[config.mk]
export PLATFORM = sky130hd
export DESIGN_NAME = ddt_bus_handshake
export DESIGN_NICKNAME = d
export VERILOG_FILES = /design/src/rtl/ddt_pkg.sv /design/src/rtl/ddt_release_fsm.sv /design/src/rtl/ddt_req_decode.sv /design/src/rtl/ddt_bus_handshake.sv
export SDC_FILE = /design/constraint.sdc
export NUM_CORES = 1
export LEC_CHECK = 0
export BUFFER_PORTS_ARGS = -buffer_cell sky130_fd_sc_hd__buf_2
export CORE_MARGIN = 2
export CORE_UTILIZATION = 40
export CTS_BUF_LIST = sky130_fd_sc_hd__clkbuf_4 sky130_fd_sc_hd__clkbuf_8
export DETAILED_ROUTE_END_ITERATION = 8
export GPL_TIMING_DRIVEN = 0
export HOLD_SLACK_MARGIN = 0.12
export PLACE_DENSITY = 0.78
export REMOVE_ABC_BUFFERS = 1
export SYNTH_ARGS = -nofsm -noshare
export SYNTH_HDL_FRONTEND = slang
export SYNTH_SLANG_ARGS = --single-unit
[constraint.sdc]
create_clock -name clk -period 2.66 [get_ports clk]
set_input_delay 0.532 -clock clk [delete_from_list [all_inputs] [get_ports clk]]
set_output_delay 0.532 -clock clk [all_outputs]
set_load 0.005 [all_outputs]
[src/rtl/ddt_pkg.sv]
package ddt_pkg;

    typedef enum logic [2:0] {
        ST_IDLE    = 3'd0,
        ST_GRANT   = 3'd1,
        ST_PRE     = 3'd2,
        ST_RELEASE = 3'd3,
        ST_POST    = 3'd4
    } rel_state_e;

    typedef enum logic [1:0] {
        KIND_NORMAL = 2'd0,
        KIND_REPEAT = 2'd1,
        KIND_DIRECT = 2'd2
    } req_kind_e;

endpackage

[src/rtl/ddt_release_fsm.sv]
module ddt_release_fsm
    import ddt_pkg::*;
(
    input  logic clk,
    input  logic rst_n,
    input  logic rel_req,
    input  logic strobe,
    output logic in_release,
    output logic bus_avail_n,
    output logic data_oe
);

    rel_state_e state_q;
    rel_state_e state_d;

    // Next-state logic: a release request combined with the strobe is a
    // direct request and does not open a release sequence.
    always_comb begin
        state_d = state_q;
        unique case (state_q)
            ST_IDLE:    if (rel_req && !strobe) state_d = ST_GRANT;
            ST_GRANT:   state_d = ST_PRE;
            ST_PRE:     state_d = ST_RELEASE;
            ST_RELEASE: state_d = ST_POST;
            ST_POST:    state_d = ST_IDLE;
            default:    state_d = ST_IDLE;
        endcase
    end

    // State register
    always_ff @(posedge clk or negedge rst_n) begin
        if (!rst_n) state_q <= ST_IDLE;
        else        state_q <= state_d;
    end

    // Registered outputs, derived from the state being entered
    always_ff @(posedge clk or negedge rst_n) begin
        if (!rst_n) begin
            bus_avail_n <= 1'b1;
            data_oe     <= 1'b1;
        end else begin
            bus_avail_n <= (state_d != ST_GRANT);
            data_oe     <= !(state_d inside {ST_PRE, ST_RELEASE, ST_POST});
        end
    end

    assign in_release = (state_q == ST_RELEASE);

endmodule

[src/rtl/ddt_req_decode.sv]
module ddt_req_decode
    import ddt_pkg::*;
#(
    parameter int DATA_W      = 64,
    parameter int CHAN_W      = 2,
    parameter int TYPE_W      = 2,
    parameter int DIRECT_CHAN = 2,
    localparam int PAY_W      = DATA_W - CHAN_W - TYPE_W
) (
    input  logic              clk,
    input  logic              rst_n,
    input  logic              rel_req,
    input  logic              strobe,
    input  logic              in_release,
    input  logic [DATA_W-1:0] bus_data,
    output logic              evt_valid,
    output logic [1:0]        evt_kind,
    output logic [CHAN_W-1:0] evt_chan,
    output logic [TYPE_W-1:0] evt_type,
    output logic [PAY_W-1:0]  evt_payload
);

    localparam int TYPE_LSB = CHAN_W;
    localparam int PAY_LSB  = CHAN_W + TYPE_W;
    localparam logic [CHAN_W-1:0] DIR_CH = CHAN_W'(DIRECT_CHAN);

    logic [CHAN_W-1:0] last_chan_q;

    wire is_normal = strobe && in_release;
    wire is_direct = strobe && !in_release && rel_req;
    wire is_repeat = strobe && !in_release && !rel_req;

    always_ff @(posedge clk or negedge rst_n) begin
        if (!rst_n) begin
            last_chan_q <= '0;
            evt_valid   <= 1'b0;
            evt_kind    <= KIND_NORMAL;
            evt_chan    <= '0;
            evt_type    <= '0;
            evt_payload <= '0;
        end else begin
            evt_valid   <= strobe;
            evt_type    <= '0;
            evt_payload <= '0;
            if (is_normal) begin
                evt_kind    <= KIND_NORMAL;
                evt_chan    <= bus_data[CHAN_W-1:0];
                evt_type    <= bus_data[TYPE_LSB +: TYPE_W];
                evt_payload <= bus_data[PAY_LSB +: PAY_W];
                last_chan_q <= bus_data[CHAN_W-1:0];
            end else if (is_direct) begin
                evt_kind    <= KIND_DIRECT;
                evt_chan    <= DIR_CH;
                last_chan_q <= DIR_CH;
            end else if (is_repeat) begin
                evt_kind    <= KIND_REPEAT;
                evt_chan    <= last_chan_q;
            end
        end
    end

endmodule

[src/rtl/ddt_bus_handshake.sv]
module ddt_bus_handshake #(
    parameter int DATA_W      = 64,
    parameter int CHAN_W      = 2,
    parameter int TYPE_W      = 2,
    parameter int DIRECT_CHAN = 2,
    localparam int PAY_W      = DATA_W - CHAN_W - TYPE_W
) (
    input  logic              clk,
    input  logic              rst_n,
    input  logic              rel_req_n,
    input  logic              xfer_req_n,
    input  logic [DATA_W-1:0] bus_data_in,
    output logic              bus_avail_n,
    output logic              data_oe,
    output logic              evt_valid,
    output logic [1:0]        evt_kind,
    output logic [CHAN_W-1:0] evt_chan,
    output logic [TYPE_W-1:0] evt_type,
    output logic [PAY_W-1:0]  evt_payload
);

    logic rel_req;
    logic strobe;
    logic in_release;

    assign rel_req = !rel_req_n;
    assign strobe  = !xfer_req_n;

    ddt_release_fsm u_fsm (
        .clk         (clk),
        .rst_n       (rst_n),
        .rel_req     (rel_req),
        .strobe      (strobe),
        .in_release  (in_release),
        .bus_avail_n (bus_avail_n),
        .data_oe     (data_oe)
    );

    ddt_req_decode #(
        .DATA_W      (DATA_W),
        .CHAN_W      (CHAN_W),
        .TYPE_W      (TYPE_W),
        .DIRECT_CHAN (DIRECT_CHAN)
    ) u_dec (
        .clk         (clk),
        .rst_n       (rst_n),
        .rel_req     (rel_req),
        .strobe      (strobe),
        .in_release  (in_release),
        .bus_data    (bus_data_in),
        .evt_valid   (evt_valid),
        .evt_kind    (evt_kind),
        .evt_chan    (evt_chan),
        .evt_type    (evt_type),
        .evt_payload (evt_payload)
    );

endmodule

==> results by stage <==
Pwr:
- The combinational group share of total power is 15.2%.
- The power per cell area is 749 nW/um^2.
- The worst IR drop on VDD is 0.000454 V.
- The total power after layout is 2.53 mW.
- The leakage power is 1.98 nW.
- In this run switching power makes up 24.5% of total power.
- Cell internal power was estimated by the tool at 1.91 mW.
- The clock network is responsible for 31.8% of the overall power.
- Per report_power, the sequential group accounts for 53.0% of the total.
- For this design the total switching power over the nets is 0.619 mW.

Placement:
- The count of buffers added on input and output ports is 136.
- The HPWL reported at the end of detailed placement is 3.39 mm.
- The cell count after placement is 375.
- After detailed placement, the total cell area comes to 3180 um^2.
- The placer congestion estimate is 0.704.

Critical path:
- The kind of critical path is reg -> reg.
- The critical-path maximum fanout is 66.
- STA classifies the critical path endpoint as a register.
- STA puts the critical path data arrival time at 2.06 ns.
- STA classifies the critical path startpoint as a register.
- STA puts the critical path data required time at 2.91 ns.

Synth:
- The sequential cell area fraction in the yosys report is 74.9%.
- Ranked by total cell area, the synthesized netlist is headed by sky130_fd_sc_hd__dfrtp_1, sky130_fd_sc_hd__and2_1, sky130_fd_sc_hd__buf_6.
- The share of flip-flops with an asynchronous set or reset after synthesis is 100%.
- The portion of synthesized cell area occupied by the leading cell type is 72.8%.
- The mapped cell area is 2480 um^2.
- Yosys mapped a number of flops with a built-in enable equal to 0.
- The biggest area consumer among synthesized cells is sky130_fd_sc_hd__dfrtp_1.
- The unique cell type count in the Yosys netlist is 24.
- The most numerous cell in the Yosys netlist is sky130_fd_sc_hd__dfrtp_1.
- After synthesis the netlist holds a flip-flop and latch count of 74.
- Synthesis handed over a netlist of 172 instances.
- The most used flip-flop cell after synthesis is sky130_fd_sc_hd__dfrtp_1.
- After synthesis, the most frequently instantiated cells are sky130_fd_sc_hd__dfrtp_1, sky130_fd_sc_hd__and2_1, sky130_fd_sc_hd__nand2_1.
- For this run, the number of Yosys warnings is 0.
- Averaged over all synthesized cells, the footprint is 14.4 um^2.

Finish:
- Once layout is complete, the cells apart from fillers number 391.
- The final antenna diode count is 0.
- The layout overhead on the synthesized area is 36.1%.
- The number of nets in the final layout is 379.
- The fraction of layout instances using a drive strength above 1 is 49.4%.
- At the end of the flow the core is filled with cells to 56.6%.
- The finished cells cover 3370 um^2.

Global routing:
- The total global-route track usage is 15.0%.
- The via count of the first global-routing pass came to 1,598.
- The number of antenna violations at the first check in global routing is 0.
- The maximum number of pins on one net before global-route repair is 75.
- The global-route wire length before repair is 7.48 mm.
- The remaining global-route overflow is 0.

Clocking:
- The clock passes through at most 2 buffers.
- The post-CTS setup-driven buffer insertion count is 0.
- The clock sink count is 74.
- The clock-pin slew on the worst setup and hold paths is 0.08 ns.
- TritonCTS built the clock tree.
- In this run, post-CTS repair resized a total of 0 instances.
- The clock tree synthesis step divided the H-tree into 3 levels.
- The later-pin clock latency in the skew report is 0.33 ns.
- TritonCTS created 9 clock buffers.
- Hold repair after CTS inserted 0 buffers.
- The root buffer cell is sky130_fd_sc_hd__clkbuf_8.

Routing:
- The DRC violations left is 0.
- The number of violations reported at the end of detailed-routing iteration 0 is 67.
- The routed design has 4.76 mm of wire.
- The post-detailed-route wirelength per cell is 12.2 um.
- In the routed layout, each cell is associated on average with a via count of 4.29.
- For this run, the detailed router's first-pass iteration total came to 4.
- For this block, the via count after detailed routing is 1,677.
- In this run the remaining antenna-violating nets after routing total 0.

Timing:
- The headroom to the max-slew limit is 37.9%.
- Setup repair after global routing left no endpoint under its margin.
- The total count of max-transition violations in the final report is 0.
- The final critical path takes up 68.3% of the cycle.
- Clock skew on the completed layout was measured at 0.00676 ns.
- Setup violations remaining at the end of the flow were counted as 0.
- The worst-margin pin slew is 0.932 ns.
- The top achievable clock speed is 0.550 GHz.
- The number of hold violations in the final report was 0.
- The smallest clock period supported by the final layout is computed as 1.82 ns.

Floorplan:
- The floorplan has 28 rows.
- The overall die area is 6840 um^2.
- The height of the die is 82.7 um.
- The number of primary I/O pins is 137.
- The floorplan step set the die width to 82.7 um.
- The effective utilization at floorplan is 41.6%.
- The floorplan step defined a core boundary enclosing 5960 um^2.

Worst hold path:
- The worst hold path class is in -> async.

Outcome:
- The flow ran to the end, and the final reports show no timing, DRC or antenna violations.

Flow run:
- The tool flagged a number of max-cap violations equal to 0.
[registers in the layout, summed over array words and instances, names as in the netlist]
name	flops
u_dec.evt_valid	1
u_dec.evt_payload	60
u_dec.evt_chan	2
u_dec.evt_kind	2
u_fsm.bus_avail_n	1
u_dec.evt_type	2
u_fsm.state_q	3
u_fsm.data_oe	1
u_dec.last_chan_q	2
[routing by layer]
metal | global-route usage, % | part of all wire, % | up-vias
met1 | 17.2 | 38 | 784
met5 | 0 | 0 | -
met3 | 7.72 | 9.8 | 9
li1 | - | - | 810
met4 | 6.07 | 1.7 | 0
met2 | 23.9 | 50 | 74
[worst max-delay path, cell delays in order (launching register included)]
cell                       delay [ns]
sky130_fd_sc_hd__dfrtp_1         0.42
sky130_fd_sc_hd__and4bb_2        0.93
sky130_fd_sc_hd__o22ai_1         0.19
sky130_fd_sc_hd__a21oi_1         0.16
[cell families after synthesis]
kind of cell,Yosys count,synth area share [%]
and+or+nand+nor,75,18.6
DFF,74,74.9
buffers and inverters,12,3.54
AOI/OAI and AO/OA,10,2.58
xor gates and xnor gates,1,0.354
[power groups by stage]
stage / clock network [mW] / logic [mW] / registers, mW
2_1_floorplan: 0 / 0.155 / 1.37
3_3_place_gp: 0 / 0.386 / 1.35
3_5_place_dp: 0 / 0.397 / 1.36
4_1_cts: 0.835 / 0.398 / 1.34
5_1_grt: 0.885 / 0.441 / 1.36
6_report: 0.803 / 0.385 / 1.34
[area by class of cell]
type	count	area (um^2)
clock buffers	14	180
well taps	75	93.8
fillers	522	2580
multi-input cells	86	534
inverters	4	15.0
repair buffers	136	683
clock inverters	2	10.0
flip-flops and latches	74	1850
[path summary, 6_finish.rpt]
kind | startpoint | to | slack, ns | cells past startpoint
max | u_fsm.state_q[2] | u_dec.evt_chan[1] | 0.84 | 3
min | rst_n | u_dec.evt_payload[57] | 0.31 | 1
max reg2reg | u_fsm.state_q[2] | u_dec.evt_chan[1] | 0.84 | 3
min reg2reg | u_dec.evt_kind[0] | u_dec.evt_kind[0] | 0.49 | 2
max in group asynchronous | rst_n | u_dec.evt_payload[55] | 1.75 | 1
min in group clk | bus_data_in[11] | u_dec.evt_payload[7] | 0.40 | 2
[through the flow]
step	setup slack (ns)	hold WS (ns)	TNS [ns]
floorplan	0.796	0.236	0
global placement	-0.0124	0.459	-0.0124
detailed placement	0.507	0.468	0
CTS	0.777	0.352	0
global route	0.638	0.383	0
finish	0.843	0.314	0
[cell usage in the layout, fill, tap and decap left out, drive strengths merged, types with 2 or more instances in the layout]
cell	n
a21oi	2
clkbuf	14
and2	62
buf	136
o21ai	3
dfrtp	72
inv	4
clkinv	2
dfstp	2
nand2	6
(Power assumes the default switching activity.)
